**src/rtl/argmax_pkg.sv**
```systemverilog
package argmax_pkg;

    typedef enum logic [1:0] {
        ST_IDLE   = 2'd0,
        ST_ACCEPT = 2'd1,
        ST_WAIT   = 2'd2
    } am_state_e;

endpackage

```
**src/rtl/cross_diff.sv**
```systemverilog
module cross_diff #(
    parameter int SHARE_W = 12,
    localparam int DIFF_W = SHARE_W + 1
) (
    input  logic signed [SHARE_W-1:0] cand_sh0,
    input  logic signed [SHARE_W-1:0] cand_sh1,
    input  logic signed [SHARE_W-1:0] best_sh0,
    input  logic signed [SHARE_W-1:0] best_sh1,
    output logic signed [DIFF_W-1:0]  diff_a,
    output logic signed [DIFF_W-1:0]  diff_b
);
    logic signed [DIFF_W-1:0] c0_x, c1_x, b0_x, b1_x;

    always_comb begin
        c0_x   = {cand_sh0[SHARE_W-1], cand_sh0};
        c1_x   = {cand_sh1[SHARE_W-1], cand_sh1};
        b0_x   = {best_sh0[SHARE_W-1], best_sh0};
        b1_x   = {best_sh1[SHARE_W-1], best_sh1};
        // each term pairs shares of two different scores
        diff_a = c0_x - b1_x;
        diff_b = c1_x - b0_x;
    end
endmodule

```
**src/rtl/masked_sign_chain.sv**
```systemverilog
module masked_sign_chain #(
    parameter int DIFF_W = 13,
    localparam int CW    = DIFF_W + 1,
    localparam int CNT_W = $clog2(CW)
) (
    input  logic                     clk,
    input  logic                     rst_n,
    input  logic                     flush,
    input  logic                     go,
    input  logic signed [DIFF_W-1:0] diff_a,
    input  logic signed [DIFF_W-1:0] diff_b,
    input  logic                     rnd_bit,
    output logic                     busy,
    output logic                     res_valid,
    output logic                     sign_out
);
    typedef struct packed {
        logic             busy;
        logic [CW-1:0]    x;
        logic [CW-1:0]    y;
        logic [CNT_W-1:0] cnt;
        logic             m;     // carry xor mask
        logic             r;     // mask
        logic             sign;
        logic             vld;
    } chain_t;

    chain_t q, d;
    logic   carry_plain;
    logic   carry_new;

    always_comb begin
        d           = q;
        d.vld       = 1'b0;
        carry_plain = q.m ^ q.r;
        carry_new   = (q.x[0] & q.y[0]) | (carry_plain & (q.x[0] ^ q.y[0]));
        if (flush) begin
            d.busy = 1'b0;
        end else if (go) begin
            d.busy = 1'b1;
            d.x    = {diff_a[DIFF_W-1], diff_a};
            d.y    = {diff_b[DIFF_W-1], diff_b};
            d.cnt  = '0;
            d.m    = rnd_bit;        // carry-in 0 under a fresh mask
            d.r    = rnd_bit;
        end else if (q.busy) begin
            if (q.cnt == CNT_W'(CW - 1)) begin
                d.sign = q.x[0] ^ q.y[0] ^ carry_plain;
                d.vld  = 1'b1;
                d.busy = 1'b0;
            end else begin
                d.m   = rnd_bit ^ carry_new;
                d.r   = rnd_bit;
                d.x   = q.x >> 1;
                d.y   = q.y >> 1;
                d.cnt = q.cnt + 1'b1;
            end
        end
    end

    always_ff @(posedge clk or negedge rst_n) begin
        if (!rst_n) q <= '0;
        else        q <= d;
    end

    assign busy      = q.busy;
    assign res_valid = q.vld;
    assign sign_out  = q.sign;
endmodule

```
**src/rtl/masked_argmax.sv**
```systemverilog
module masked_argmax
    import argmax_pkg::*;
#(
    parameter int SHARE_W     = 12,
    parameter int NUM_CLASSES = 10,
    localparam int IDX_W      = $clog2(NUM_CLASSES),
    localparam int DIFF_W     = SHARE_W + 1
) (
    input  logic                      clk,
    input  logic                      rst_n,
    input  logic                      start,
    input  logic                      in_valid,
    output logic                      in_ready,
    input  logic signed [SHARE_W-1:0] in_sh0,
    input  logic signed [SHARE_W-1:0] in_sh1,
    input  logic                      rnd_bit,
    output logic                      done,
    output logic [IDX_W-1:0]          best_idx
);
    typedef struct packed {
        am_state_e                 st;
        logic [IDX_W-1:0]          cnt;
        logic signed [SHARE_W-1:0] b0;
        logic signed [SHARE_W-1:0] b1;
        logic signed [SHARE_W-1:0] c0;
        logic signed [SHARE_W-1:0] c1;
        logic [IDX_W-1:0]          bidx;
        logic [IDX_W-1:0]          oidx;
        logic                      done;
    } ctl_t;

    ctl_t q, d;
    logic go;
    logic chain_busy, chain_res_valid, chain_sign;
    logic signed [DIFF_W-1:0] diff_a, diff_b;

    cross_diff #(.SHARE_W(SHARE_W)) diff_i (
        .cand_sh0 (in_sh0),
        .cand_sh1 (in_sh1),
        .best_sh0 (q.b0),
        .best_sh1 (q.b1),
        .diff_a   (diff_a),
        .diff_b   (diff_b)
    );

    masked_sign_chain #(.DIFF_W(DIFF_W)) chain_i (
        .clk       (clk),
        .rst_n     (rst_n),
        .flush     (start),
        .go        (go),
        .diff_a    (diff_a),
        .diff_b    (diff_b),
        .rnd_bit   (rnd_bit),
        .busy      (chain_busy),
        .res_valid (chain_res_valid),
        .sign_out  (chain_sign)
    );

    always_comb begin
        d      = q;
        d.done = 1'b0;
        go     = 1'b0;
        if (start) begin
            d.st   = ST_ACCEPT;
            d.cnt  = '0;
            d.bidx = '0;
            d.oidx = '0;
        end else begin
            unique case (q.st)
                ST_ACCEPT: begin
                    if (in_valid) begin
                        if (q.cnt == '0) begin
                            d.b0   = in_sh0;
                            d.b1   = in_sh1;
                            d.bidx = '0;
                            d.cnt  = IDX_W'(1);
                        end else begin
                            d.c0 = in_sh0;
                            d.c1 = in_sh1;
                            go   = 1'b1;
                            d.st = ST_WAIT;
                        end
                    end
                end
                ST_WAIT: begin
                    if (chain_res_valid) begin
                        // sign 0: candidate >= best, later class wins ties
                        if (!chain_sign) begin
                            d.b0   = q.c0;
                            d.b1   = q.c1;
                            d.bidx = q.cnt;
                        end
                        if (q.cnt == IDX_W'(NUM_CLASSES - 1)) begin
                            d.done = 1'b1;
                            d.oidx = chain_sign ? q.bidx : q.cnt;
                            d.st   = ST_IDLE;
                        end else begin
                            d.cnt = q.cnt + 1'b1;
                            d.st  = ST_ACCEPT;
                        end
                    end
                end
                default: ;
            endcase
        end
    end

    always_ff @(posedge clk or negedge rst_n) begin
        if (!rst_n) begin
            q    <= '0;
            q.st <= ST_IDLE;
        end else begin
            q <= d;
        end
    end

    assign in_ready = (q.st == ST_ACCEPT);
    assign done     = q.done;
    assign best_idx = q.oidx;
endmodule

```
**config.mk**
```make
export PLATFORM = sky130hd
export DESIGN_NAME = masked_argmax
export DESIGN_NICKNAME = d
export VERILOG_FILES = /design/src/rtl/argmax_pkg.sv /design/src/rtl/cross_diff.sv /design/src/rtl/masked_sign_chain.sv /design/src/rtl/masked_argmax.sv
export SDC_FILE = /design/constraint.sdc
export NUM_CORES = 1
export LEC_CHECK = 0
export BUFFER_PORTS_ARGS = -buffer_cell sky130_fd_sc_hd__buf_2
export CAP_MARGIN = 25
export CORE_UTILIZATION = 45
export DETAILED_ROUTE_END_ITERATION = 10
export REMOVE_ABC_BUFFERS = 1
export SYNTH_ARGS = -nofsm -noshare
export SYNTH_HDL_FRONTEND = slang
export SYNTH_HIERARCHICAL = 1
export SYNTH_SLANG_ARGS = --single-unit
```
**constraint.sdc**
```tcl
create_clock -name clk -period 4.04 [get_ports clk]
set_input_delay 0.606 -clock clk [delete_from_list [all_inputs] [get_ports clk]]
set_output_delay 0.606 -clock clk [all_outputs]
set_load 0.02 [all_outputs]
```
# Word-level counts from Yosys, hierarchy flattened
# Cells that the tools add are included.
# word_totals
input_bits	29
output_inout_bits	6
register_bits	100
word_cells	90
# classes
mux	30
n_bitwise	10
eq_ne	14
add_sub_neg	4
n_reduce_logical	15
# ops
cell	count
case mux 30 bit (2 select lines)	1
two-way mux 58 bit	1
two-way mux 24 bit	2
two-way mux 37 bit	1
two-way mux 35 bit	1
two-way mux 34 bit	1
two-way mux 30 bit	1
two-way mux 28 bit	1
subtractor 12 x 12 -> 13 bit	2
AND reduction 4 bit	4
two-way mux 4 bit	3
two-way mux 1 bit	10
two-way mux 5 bit	2
nonzero test 2 bit	5
two-way mux 9 bit	1
inequality test 3 bit (second input constant)	3
adder 4 x 1 -> 4 bit (second input constant)	2
== test 4 bit (second input constant)	2
two-way mux 8 bit	1
case mux 4 bit (2 select lines)	1
two-way mux 6 bit	1
inequality test 2 x 1 -> 1 bit (second input constant)	3
inequality test 3 x 2 -> 1 bit (second input constant)	2
AND reduction 3 bit	2
12 further kinds	20

# Longest topological paths before layout
# Gate-level depths: netlist of run 1.
# logic_depth
ltp_word	8
ltp_mapped	13
ltp_nobuf	10

# Cells and area by module
# The synthesis of run 1 kept the hierarchy.
# modules_own_cells
module	area_each_um2	n_inst	seq_area_each_um2	cells_per_inst
masked_argmax	3045.4	1	1576.5	271
masked_sign_chain	1717.9	1	925.9	131
cross_diff	1290.0	1	0.0	182

# Worst setup path before layout of run 1
# OpenSTA, ideal clock, no wires.
# synth_path
path_kind	input -> register
startpoint	input in_sh0[0]
endpoint	register chain_i/q[32] (netlist bit)
setup_slack_ps	1451
arrival_time_ps	2465
setup_ps	125
stages	10
path_cell_list	inv_1 > ha_1 > fa_1 > and2b_1 > o2111ai_1 > a21oi_1 > or3_1 > o311ai_0 > a22o_1 > mux2_2
# synth_between
elab_chain_cells	2
# synth_lines
item	line_no	text
start, declared	masked_argmax.sv:14	input logic signed [SHARE_W-1:0] in_sh0,
subtractor 12 x 12 -> 13 bit	cross_diff.sv:20	diff_a = c0_x - b1_x;
named net diff_a[10]	masked_argmax.sv:35	logic signed [DIFF_W-1:0] diff_a, diff_b;
two-way mux 35 bit	masked_sign_chain.sv:39	end else if (go) begin
end signal, assigned	masked_sign_chain.sv:62	if (!rst_n) q <= '0;
end signal, assigned	masked_sign_chain.sv:63	else q <= d;
end, declared	masked_sign_chain.sv:28	chain_t q, d;
# The timed path passes the listed nets, and every way through them passes these cells.
# A chain may end at the register's enable or synchronous reset.

==> results of run 1 <==
## worst max-delay path by stage
stage	start	to	slack, ns	cells past startpoint
after detailed placement	in_sh0[0]	chain_i/q[34]	1.03	11
after global routing	q[57]	chain_i/q[31]	0.76	9
after floorplan	q[61]	chain_i/q[20]	1.24	6
after global placement	in_sh0[0]	chain_i/q[34]	1.06	11
final	q[57]	chain_i/q[33]	1.08	9
after CTS	q[57]	chain_i/q[31]	1.06	9
## logic make-up (layout without fill, tap and decap cells)
logic type	after synthesis	in the layout	synth area share (%)
DFF	100	100	41.3
xor gates and xnor gates	20	20	2.89
AOI/OAI and AO/OA	102	102	14.3
muxes	60	60	11.2
adders and majority gates	32	32	6.99
and+or+nand+nor	193	193	16.8
buffers and inverters	77	98	6.45
## worst register-to-register path, delay by kind of cell, from the launching register on
| family | cells | cell delay [ns] |
|---|---|---|
| mux | 1 | 0.42 |
| fa+ha+maj | 1 | 0.17 |
| compound gates | 2 | 0.99 |
| flops | 1 | 0.45 |
| simple gates | 3 | 0.49 |
| buf+inv | 2 | 0.34 |
## layout make-up
cell class | instances | share of cell area [%]
clock buffers | 9 | 3.44
clock inverters | 7 | 0.918
inverters | 42 | 2.41
multi-input cells | 407 | 48.3
flip-flops and latches | 100 | 38.2
well taps | 176 | 3.37
repair buffers | 40 | 3.33
## layout by cell type, fill, tap and decap left out, types with 3 or more instances in the layout
cell         n
or3_1        4
dfrtp_1    100
ha_1        29
a211oi_1     6
nand3b_1     4
nand2b_1     4
a22oi_1      4
mux2i_1      4
nand2_1     70
clkbuf_16    9
nor3_1       3
nand3_1     28
a21o_1       8
mux2_2      54
a221o_1     23
nor2_1      26
inv_6        3
clkinv_4     3
o21a_1       4
nor2b_1      7
xnor2_1     16
o21ai_0      9
xor2_1       4
and2_1      23
a21oi_1     15
buf_2       33
fa_1         3
o2111ai_1    5
a22o_1       5
inv_1       42
buf_4        7
## metrics by stage
stage	power (µW)	instance area, µm²
after floorplan	2480	5820
after global placement	2760	6260
after detailed placement	2810	6260
after CTS	3660	6540
after global routing	3870	6540
final	3630	6540
## registers in the layout, summed over array words and instances, names as in the netlist
name,count
chain_i/busy,1
done,1
best_idx,4
chain_i/q,34
chain_i/res_valid,1
q,58
chain_i/sign_out,1
## routing by layer
layer | track usage [%] | up-vias
li1 | - | 2098
met1 | 27.2 | 2133
met2 | 31.3 | 84
met3 | 3.10 | 16
met4 | 7.45 | 0
met5 | 0 | -
## power by group through the flow
stage	Clock (µW)	Combinational [µW]	Sequential [µW]
floorplan	0	1000	1480
global placement	0	1230	1530
detailed placement	0	1260	1540
CTS	866	1270	1530
global route	896	1410	1570
finish	844	1260	1530
==> impl_results.md, run 1 <==
- Data arrival, critical path: 3.20 ns
- Rows: 42
- Met2 wire len: 6.09 mm
- Internal: 2400 µW
- Crit-path slowest cell: o221ai_4
- Vias/cell: 5.55
- Static leakage power: 0.00307 µW
- Yosys cell types: 69
- CTS tree: built
- Root Buffer: clkbuf_16
- Fraction of registers with async set/reset: 100%
- Multi-input gate area: 3160 µm²
- M1 WL: 6.12 mm
- Final setup fails: 0
- Die height: 118 µm
- Main flop type after synthesis: dfrtp_1
- CP Cell Sequence: inv_1, ha_1, nand2b_1, o21ai_0, nand3b_4, inv_1, nand2b_4, o221ai_4, mux2_2
- Initial Utilization: 45.9%
- Vias in the first global route: 4278
- Clock buffer depth: 2
- Max-cap viol count: 0
- Final Core Density: 49.6%
- Worst-Margin Slew: 0.986 ns
- Post-synth top area share: 41.3%
- Clock transition at path regs: 0.07 ns
- Mapped Cells: 584
- Switching share of power: 33.7%
- Via Count: 4331
- Resize count post-CTS: 0
- Cts hold-fix bufs: 0
- DRC: 0
- Commonest cells in the netlist: dfrtp_1, nand2_1, mux2_2
- GPL Wtd Cong: 0.827
- Total track usage: 19.7%
- Fmax: 0.338 GHz
- Detail Route Antenna Nets: 0
- NumNets Final: 661
- Most used cell, CP: inv_1
- Startpoint Class: register
- Reg area: 2500 µm²
- Logic pwr share: 34.7%
- Post-CTS Setup Inserts: 0
- Core Area: 13200 µm²
- Post-Place Worst Slack: 1.03 ns
- CP max FO: 34
- FF-to-FF path depth: 9
- Final min period: 2.96 ns
- Initial drt markers: 359
- CTS buffer count: 9
- First-pass GRT wire length: 22.1 mm
- DR WL met3: 427 µm
- Worst Setup Path Type: reg2reg
- Crit. End Element: register
- R2r endpoint: chain_i/q[33]
- Leading area contributor after synthesis: dfrtp_1
- Post-route clock period utilization: 73.3%
- First-pass detailed-route iteration total: 4
- CP required: 4.28 ns
- Yosys reg bits: 100
- Largest net degree at the start of global routing: 70
- I/O Buffers: 34
- Setup TNS: 0 ns
- CTS H-tree lvls: 3
- Max VDD drop: 0.328 mV
- Most common cell in the netlist: dfrtp_1
- Fin cells: 781
- Routed wire length: 12.9 mm
- Synth area leaders: dfrtp_1, mux2_2, ha_1
- Mean Syn Cell Area: 10.4 µm²
- Critical path buffers and inverters: 2
- Clk_skew: 0.00724 ns
- Synth warnings: 6
- Final Hold Fails: 0
- WL/cell: 16.5 µm
- Cell Area, Synth: 6050 µm²
- Uppermost layer routed: met4
- Reg2reg start: q[57]
- Hold_ws: 0.361 ns
- Area growth syn-to-layout: 8.10%
- Ports: 35
- RSZ-0062 raised after global routing: false
- Max-slew headroom: 34.3%
- DIE WIDTH: 118 µm
- Detailed-placement wirelength estimate: 9.01 mm
- Inserted Diodes: 0
- Clock power frac: 23.3%
- Switch Pwr: 1220 µW
- Worst skew pair latency: 0.35 ns
- Slew Limit Fails: 0
- Register-to-register setup slack: 1.08 ns
- Global route total overflow: 0
- Clock sinks: 100
- Inst Count DP: 765
- Worst Setup Slack, final: 1.08 ns
- Pwr/cell area: 554 nW/µm²
- Layout cells sized above 1: 21.8%
- CP max stage delay: 0.75 ns
- Outcome: complete, no violations
- Total die area: 13900 µm²
- Top Family by Delay on Critical Path: compound AO/OA/AOI/OAI gates
- Fill count: 1197
- Reg power frac: 42.1%
- Post-synth EDFFs: 0
- Post-synthesis sequential area ratio: 41.3%
- HP Class: in2async
- Antenna violations before repair: 0
Note: power is estimated with default switching activity, not from simulation.
==> run 2, diff against run 1 <==
Clock period 4.04 ns to 2.4 ns, I/O delays scaled along.
==> run 2 against run 1 <==
Compared with the run above: critical path depth is 1 higher; wire length is 6.0% higher; worst setup slack worse by 1.0 ns; via count is 3.0% higher; hold slack worse by 0.082 ns; utilization is 4.2 points higher; non-clock buffer count is 42 higher.
==> impl_results.md, run 2 (synthesized netlist as in run 1, its figures left out) <==
- Outcome: complete, no violations
- Max VDD drop: 0.763 mV (+130%)
- Startpoint Class: register
- Pwr/cell area: 903 nW/µm² (+63%)
- CP max FO: 2 (-94%)
- Clock sinks: 100 (unchanged)
- Clock buffer depth: 2 (unchanged)
- Die height: 118 µm (unchanged)
- Hold Path Origin: rnd_bit
- Total track usage: 20.7% (+1.0 points)
- Multi-input gate area: 3340 µm² (+5.7%)
- Initial drt markers: 215 (-40%)
- Routed wire length: 13.6 mm (+6.0%)
- Max-slew headroom: 66.4% (+32 points)
- Detailed-placement wirelength estimate: 9.56 mm (+6.2%)
- I/O Buffers: 34 (unchanged)
- Layout cells sized above 1: 29.5% (+7.6 points)
- Initial Utilization: 45.9% (unchanged)
- Final Hold Fails: 0 (unchanged)
- Clk_skew: 0.00720 ns (-0.0000347 ns)
- HP Class: in2reg
- CTS buffer count: 9 (unchanged)
- First-pass GRT wire length: 22.6 mm (+2.6%)
- Rows: 42 (unchanged)
- Worst skew pair latency: 0.35 ns (about the same)
- Inserted Diodes: 0 (unchanged)
- Core Area: 13200 µm² (unchanged)
- Final Core Density: 53.8% (+4.2 points)
- Via Count: 4461 (+3.0%)
- Inst Count DP: 801 (+4.7%)
- Largest register by flop count: q
- Data arrival, critical path: 2.61 ns (-0.59 ns)
- NumNets Final: 703 (+6.4%)
- Slew Limit Fails: 0 (unchanged)
- Antenna violations before repair: 0 (unchanged)
- Reg2reg start: q[45]
- Most frequent cells in the layout: dfrtp_1, nand2_1, mux2_2
- Vias in the first global route: 4486 (+4.9%)
- Root Buffer: clkbuf_16
- CP required: 2.64 ns (-1.64 ns)
- CTS tree: built
- Fill count: 1146 (-4.3%)
- Worst hold endpoint: chain_i/q[2]
- Register-to-register setup slack: 0.03 ns (-1.05 ns)
- Total die area: 13900 µm² (unchanged)
- Worst-Margin Slew: 0.500 ns (-0.486 ns)
- WHS Path Cells: 2
- Hold_ws: 0.279 ns (-0.0820 ns)
- Final min period: 2.37 ns (-0.593 ns)
- First-pass detailed-route iteration total: 6 (+2)
- Worst Setup Path Type: reg2reg
- WL/cell: 16.6 µm (+0.84%)
- CTS H-tree lvls: 3 (unchanged)
- Area growth syn-to-layout: 17.2%
- Vias/cell: 5.43 (-2.0%)
- Largest net degree at the start of global routing: 50 (-29%)
- R2r endpoint: chain_i/q[18]
- Global route total overflow: 0 (unchanged)
- RSZ-0062 raised after global routing: true
- Clock transition at path regs: 0.06 ns (about the same)
- DRC: 0 (unchanged)
- DIE WIDTH: 118 µm (unchanged)
- Detail Route Antenna Nets: 0 (unchanged)
- Post-route clock period utilization: 98.7% (+25 points)
- Final setup fails: 0 (unchanged)
- Max-cap viol count: 0 (unchanged)
- FF-to-FF path depth: 10 (+1)
- Crit. End Element: register
- Fmax: 0.422 GHz (+25%)
- Fin cells: 821 (+5.1%)
- Static leakage power: 0.00331 µW (+7.8%)
- Ports: 35 (unchanged)
- Most common cell after layout, fill and taps aside: dfrtp_1
- Max FFs per register: 58 (unchanged)
- GPL Wtd Cong: 0.890 (+7.6%)
- Reg area: 2500 µm² (unchanged)
## run 2: critical path, stage by stage (launching register included)
cell	delay (ns)
dfrtp_1	0.41
ha_4	0.18
fa_2	0.42
nor2b_4	0.16
o2111ai_4	0.16
a21oi_2	0.22
buf_4	0.14
or3_1	0.10
o211ai_1	0.08
and2_1	0.15
a221o_1	0.25
## run 2: worst max path at each step
stage                          from             to  slack (ns)  cells after the start
after floorplan               q[61]  chain_i/q[20]       -0.40                      6
after global placement    in_sh1[0]  chain_i/q[20]       -0.23                     11
after detailed placement  in_sh1[0]  chain_i/q[20]       -0.30                     11
after CTS                     q[57]   chain_i/q[3]       0.006                      9
after global routing          q[45]  chain_i/q[18]       -0.09                     10
final                         q[45]  chain_i/q[18]        0.03                     10
## run 2: area by class of cell
class                           instances  area share (%)
Multi-Input combinational cell        407            47.1
Sequential cell                       100            35.3
Timing Repair Buffer                   82            8.61
Clock buffer                           12            3.48
Tap cell                              176            3.11
Inverter                               42            2.22
Clock inverter                          2           0.176
## run 2: per-layer routing
metal  up-vias  global-route usage, %  wire [µm]
met1      2209                   25.5       6080
met3         9                   4.94        428
met4         0                   5.21        150
met2        62                   36.4       6970
li1       2181                      -          -
met5         -                      0          0
## run 2: through the flow
stage          cell area, µm²  total power (µW)  setup TNS, ns  worst slack (ns)
6_report                 7090              6400              0            0.0323
5_1_grt                  7090              6870         -0.227           -0.0877
4_1_cts                  6900              6300              0           0.00584
3_5_place_dp             6590              4890          -1.66            -0.298
3_3_place_gp             6590              4780          -1.18            -0.233
2_1_floorplan            5820              4180         -12.44            -0.397
## run 2: repair_timing
action	in CTS	in global routing
buffers inserted	1	4
endpoints found under the setup margin	9	32
hold endpoints to repair	24	0
hold buffers	1	0
gates cloned	0	0
pin swaps	3	17
gates resized for setup	7	24
## run 2: power breakdown
part	leakage, µW	switching [µW]	total (µW)	internal, µW
Sequential	0.00129	336	2580	2240
Combinational	0.00189	1170	2500	1330
Clock	0.000125	602	1320	719
==> run 3, diff against run 2 <==
Settings changed: RECOVER_POWER set to 100.
==> run 3 against run 2 <==
Compared with the run above: clock power hardly changed; non-clock buffer count stayed put; worst setup slack better by 0.0041 ns; design area is 1.1% lower; wire length is 0.20% lower; clock-buffer cell count stayed put.
==> impl_results.md, run 3 (synthesized netlist as in run 1, its figures left out) <==
- Fill count: 1156 (+0.87%)
- Final Core Density: 53.2% (-0.59 points)
- Switching share of power: 33.0% (about the same)
- Initial drt markers: 219 (+1.9%)
- M1 WL: 6.10 mm (+0.31%)
- I/O Buffers: 34 (unchanged)
- Fin cells: 821 (unchanged)
- Fmax: 0.423 GHz (+0.17%)
- CTS H-tree lvls: 3 (unchanged)
- Final setup fails: 0 (unchanged)
- Root Buffer: clkbuf_16
- Most common cell after layout, fill and taps aside: dfrtp_1
- Max FFs per register: 58 (unchanged)
- RSZ-0062 raised after global routing: true
- Max-slew headroom: 7.21% (-59 points)
- DIE WIDTH: 118 µm (unchanged)
- Placed instance area: 6590 µm² (unchanged)
- Pwr/cell area: 908 nW/µm² (+0.56%)
- Routed wire length: 13.6 mm (-0.20%)
- Total track usage: 20.7% (unchanged)
- Worst-Margin Slew: 1.39 ns (+0.892 ns)
- Max-cap viol count: 0 (unchanged)
- Area growth syn-to-layout: 15.9%
- DRC: 0 (unchanged)
- WL/cell: 16.6 µm (-0.20%)
- Static leakage power: 0.00326 µW (-1.5%)
- CP required: 2.63 ns (about the same)
- Outcome: complete, no violations
- Clock sinks: 100 (unchanged)
- HP Class: in2reg
- Worst skew pair latency: 0.35 ns (about the same)
- Max VDD drop: 0.764 mV (about the same)
- Final Hold Fails: 0 (unchanged)
- CTS buffer count: 9 (unchanged)
- Setup TNS: 0 ns (unchanged)
- Data arrival, critical path: 2.60 ns (about the same)
- Logic pwr share: 38.9% (-0.2 points)
- Ports: 35 (unchanged)
- Clock transition at path regs: 0.06 ns (about the same)
- Largest register by flop count: q
- Internal: 4270 µW (-0.57%)
- CTS tree: built
- Switch Pwr: 2100 µW (-0.48%)
- Total die area: 13900 µm² (unchanged)
- Most frequent cells in the layout: dfrtp_1, nand2_1, mux2_2
- Startpoint Class: register
- First-pass detailed-route iteration total: 5 (-1)
- Inserted Diodes: 0 (unchanged)
- DR WL met3: 436 µm (+1.9%)
- Rows: 42 (unchanged)
- Clock buffer depth: 2 (unchanged)
- Via Count: 4500 (+0.87%)
- Clk_skew: 0.00507 ns (-0.00213 ns)
- Vias/cell: 5.48 (+0.87%)
- NumNets Final: 703 (unchanged)
- Clock power frac: 20.7% (about the same)
- Post-route clock period utilization: 98.5% (-0.17 points)
- Core Area: 13200 µm² (unchanged)
- First-pass GRT wire length: 22.6 mm (unchanged)
- Antenna violations before repair: 0 (unchanged)
- Uppermost layer routed: met4
- Detail Route Antenna Nets: 0 (unchanged)
- GPL Wtd Cong: 0.890 (unchanged)
- Met2 wire len: 6.94 mm (-0.39%)
- CP max FO: 2 (unchanged)
- Final instance area: 7010 µm² (-1.1%)
- Worst Setup Path Type: reg2reg
- Vias in the first global route: 4486 (unchanged)
- Initial Utilization: 45.9% (unchanged)
- Reg power frac: 40.4% (+0.2 points)
- Layout cells sized above 1: 27.3% (-2.2 points)
- Largest net degree at the start of global routing: 50 (unchanged)
- Die height: 118 µm (unchanged)
- Final min period: 2.36 ns (-0.00414 ns)
- Inst Count DP: 801 (unchanged)
- Detailed-placement wirelength estimate: 9.56 mm (unchanged)
- Slew Limit Fails: 0 (unchanged)
- Global route total overflow: 0 (unchanged)
- Crit. End Element: register
run 3: cell types whose count changed in the layout (fill, tap and decap cells not counted), sizes merged:
cell / previous run / this run
buf: 81 / 70
clkbuf: 12 / 23
run 3: area by class of cell:
cell class              count  area (µm²)  share of cell area, %
multi-input cells         407        3310                   47.2
repair buffers             82         566                   8.06
inverters                  42         158                   2.25
clock inverters             2        12.5                  0.178
clock buffers              12         246                   3.51
well taps                 176         220                   3.14
flip-flops and latches    100        2500                   35.7
run 3: stage by stage:
step	power, µW	hold WS (ns)	setup WS [ns]
3_3_place_gp	4780	0.295	-0.233
4_1_cts	6300	0.269	0.00584
3_5_place_dp	4890	0.297	-0.298
2_1_floorplan	4180	0.0644	-0.397
6_report	6370	0.282	0.0365
5_1_grt	6840	0.274	-0.0877
run 3: path summary, 6_finish.rpt:
kind                       slack (ns)          start  depth (start not counted)       endpoint
setup / recovery                 0.04          q[45]                         10  chain_i/q[18]
hold / removal                   0.28        rnd_bit                          2   chain_i/q[2]
setup reg to reg                 0.04          q[45]                         10  chain_i/q[18]
hold reg to reg                  0.48  chain_i/q[35]                          1  chain_i/q[35]
max in group asynchronous        0.34          rst_n                          3          q[29]
min in group asynchronous        0.87          rst_n                          2           done
run 3: power by group through the flow:
stage,sequential [µW],clock (µW),combinational [µW]
floorplan,2490,0,1690
global placement,2560,0,2210
detailed placement,2590,0,2300
CTS,2570,1380,2350
global route,2660,1440,2750
finish,2580,1320,2480
run 3: worst max-delay path, cell delays in order (launching register included):
cell and delay (ns):
dfrtp_1 0.41, ha_4 0.18, fa_2 0.41, nor2b_4 0.16, o2111ai_4 0.15, a21oi_2 0.22
buf_4 0.14, or3_1 0.10, o211ai_1 0.08, and2_1 0.15, a221o_1 0.25
run 3: timing repair:
action	CTS	global route
hold endpoints to repair	24	0
pin swaps	3	17
hold buffers	1	0
resized for setup	7	24
endpoints found under the setup margin	9	32
cloned	0	0
buffers inserted	1	4
run 3: layer usage:
layer | up-vias | global-route usage, %
met5 | - | 0
met3 | 10 | 4.94
met4 | 0 | 5.21
met1 | 2233 | 25.5
met2 | 74 | 36.4
li1 | 2183 | -
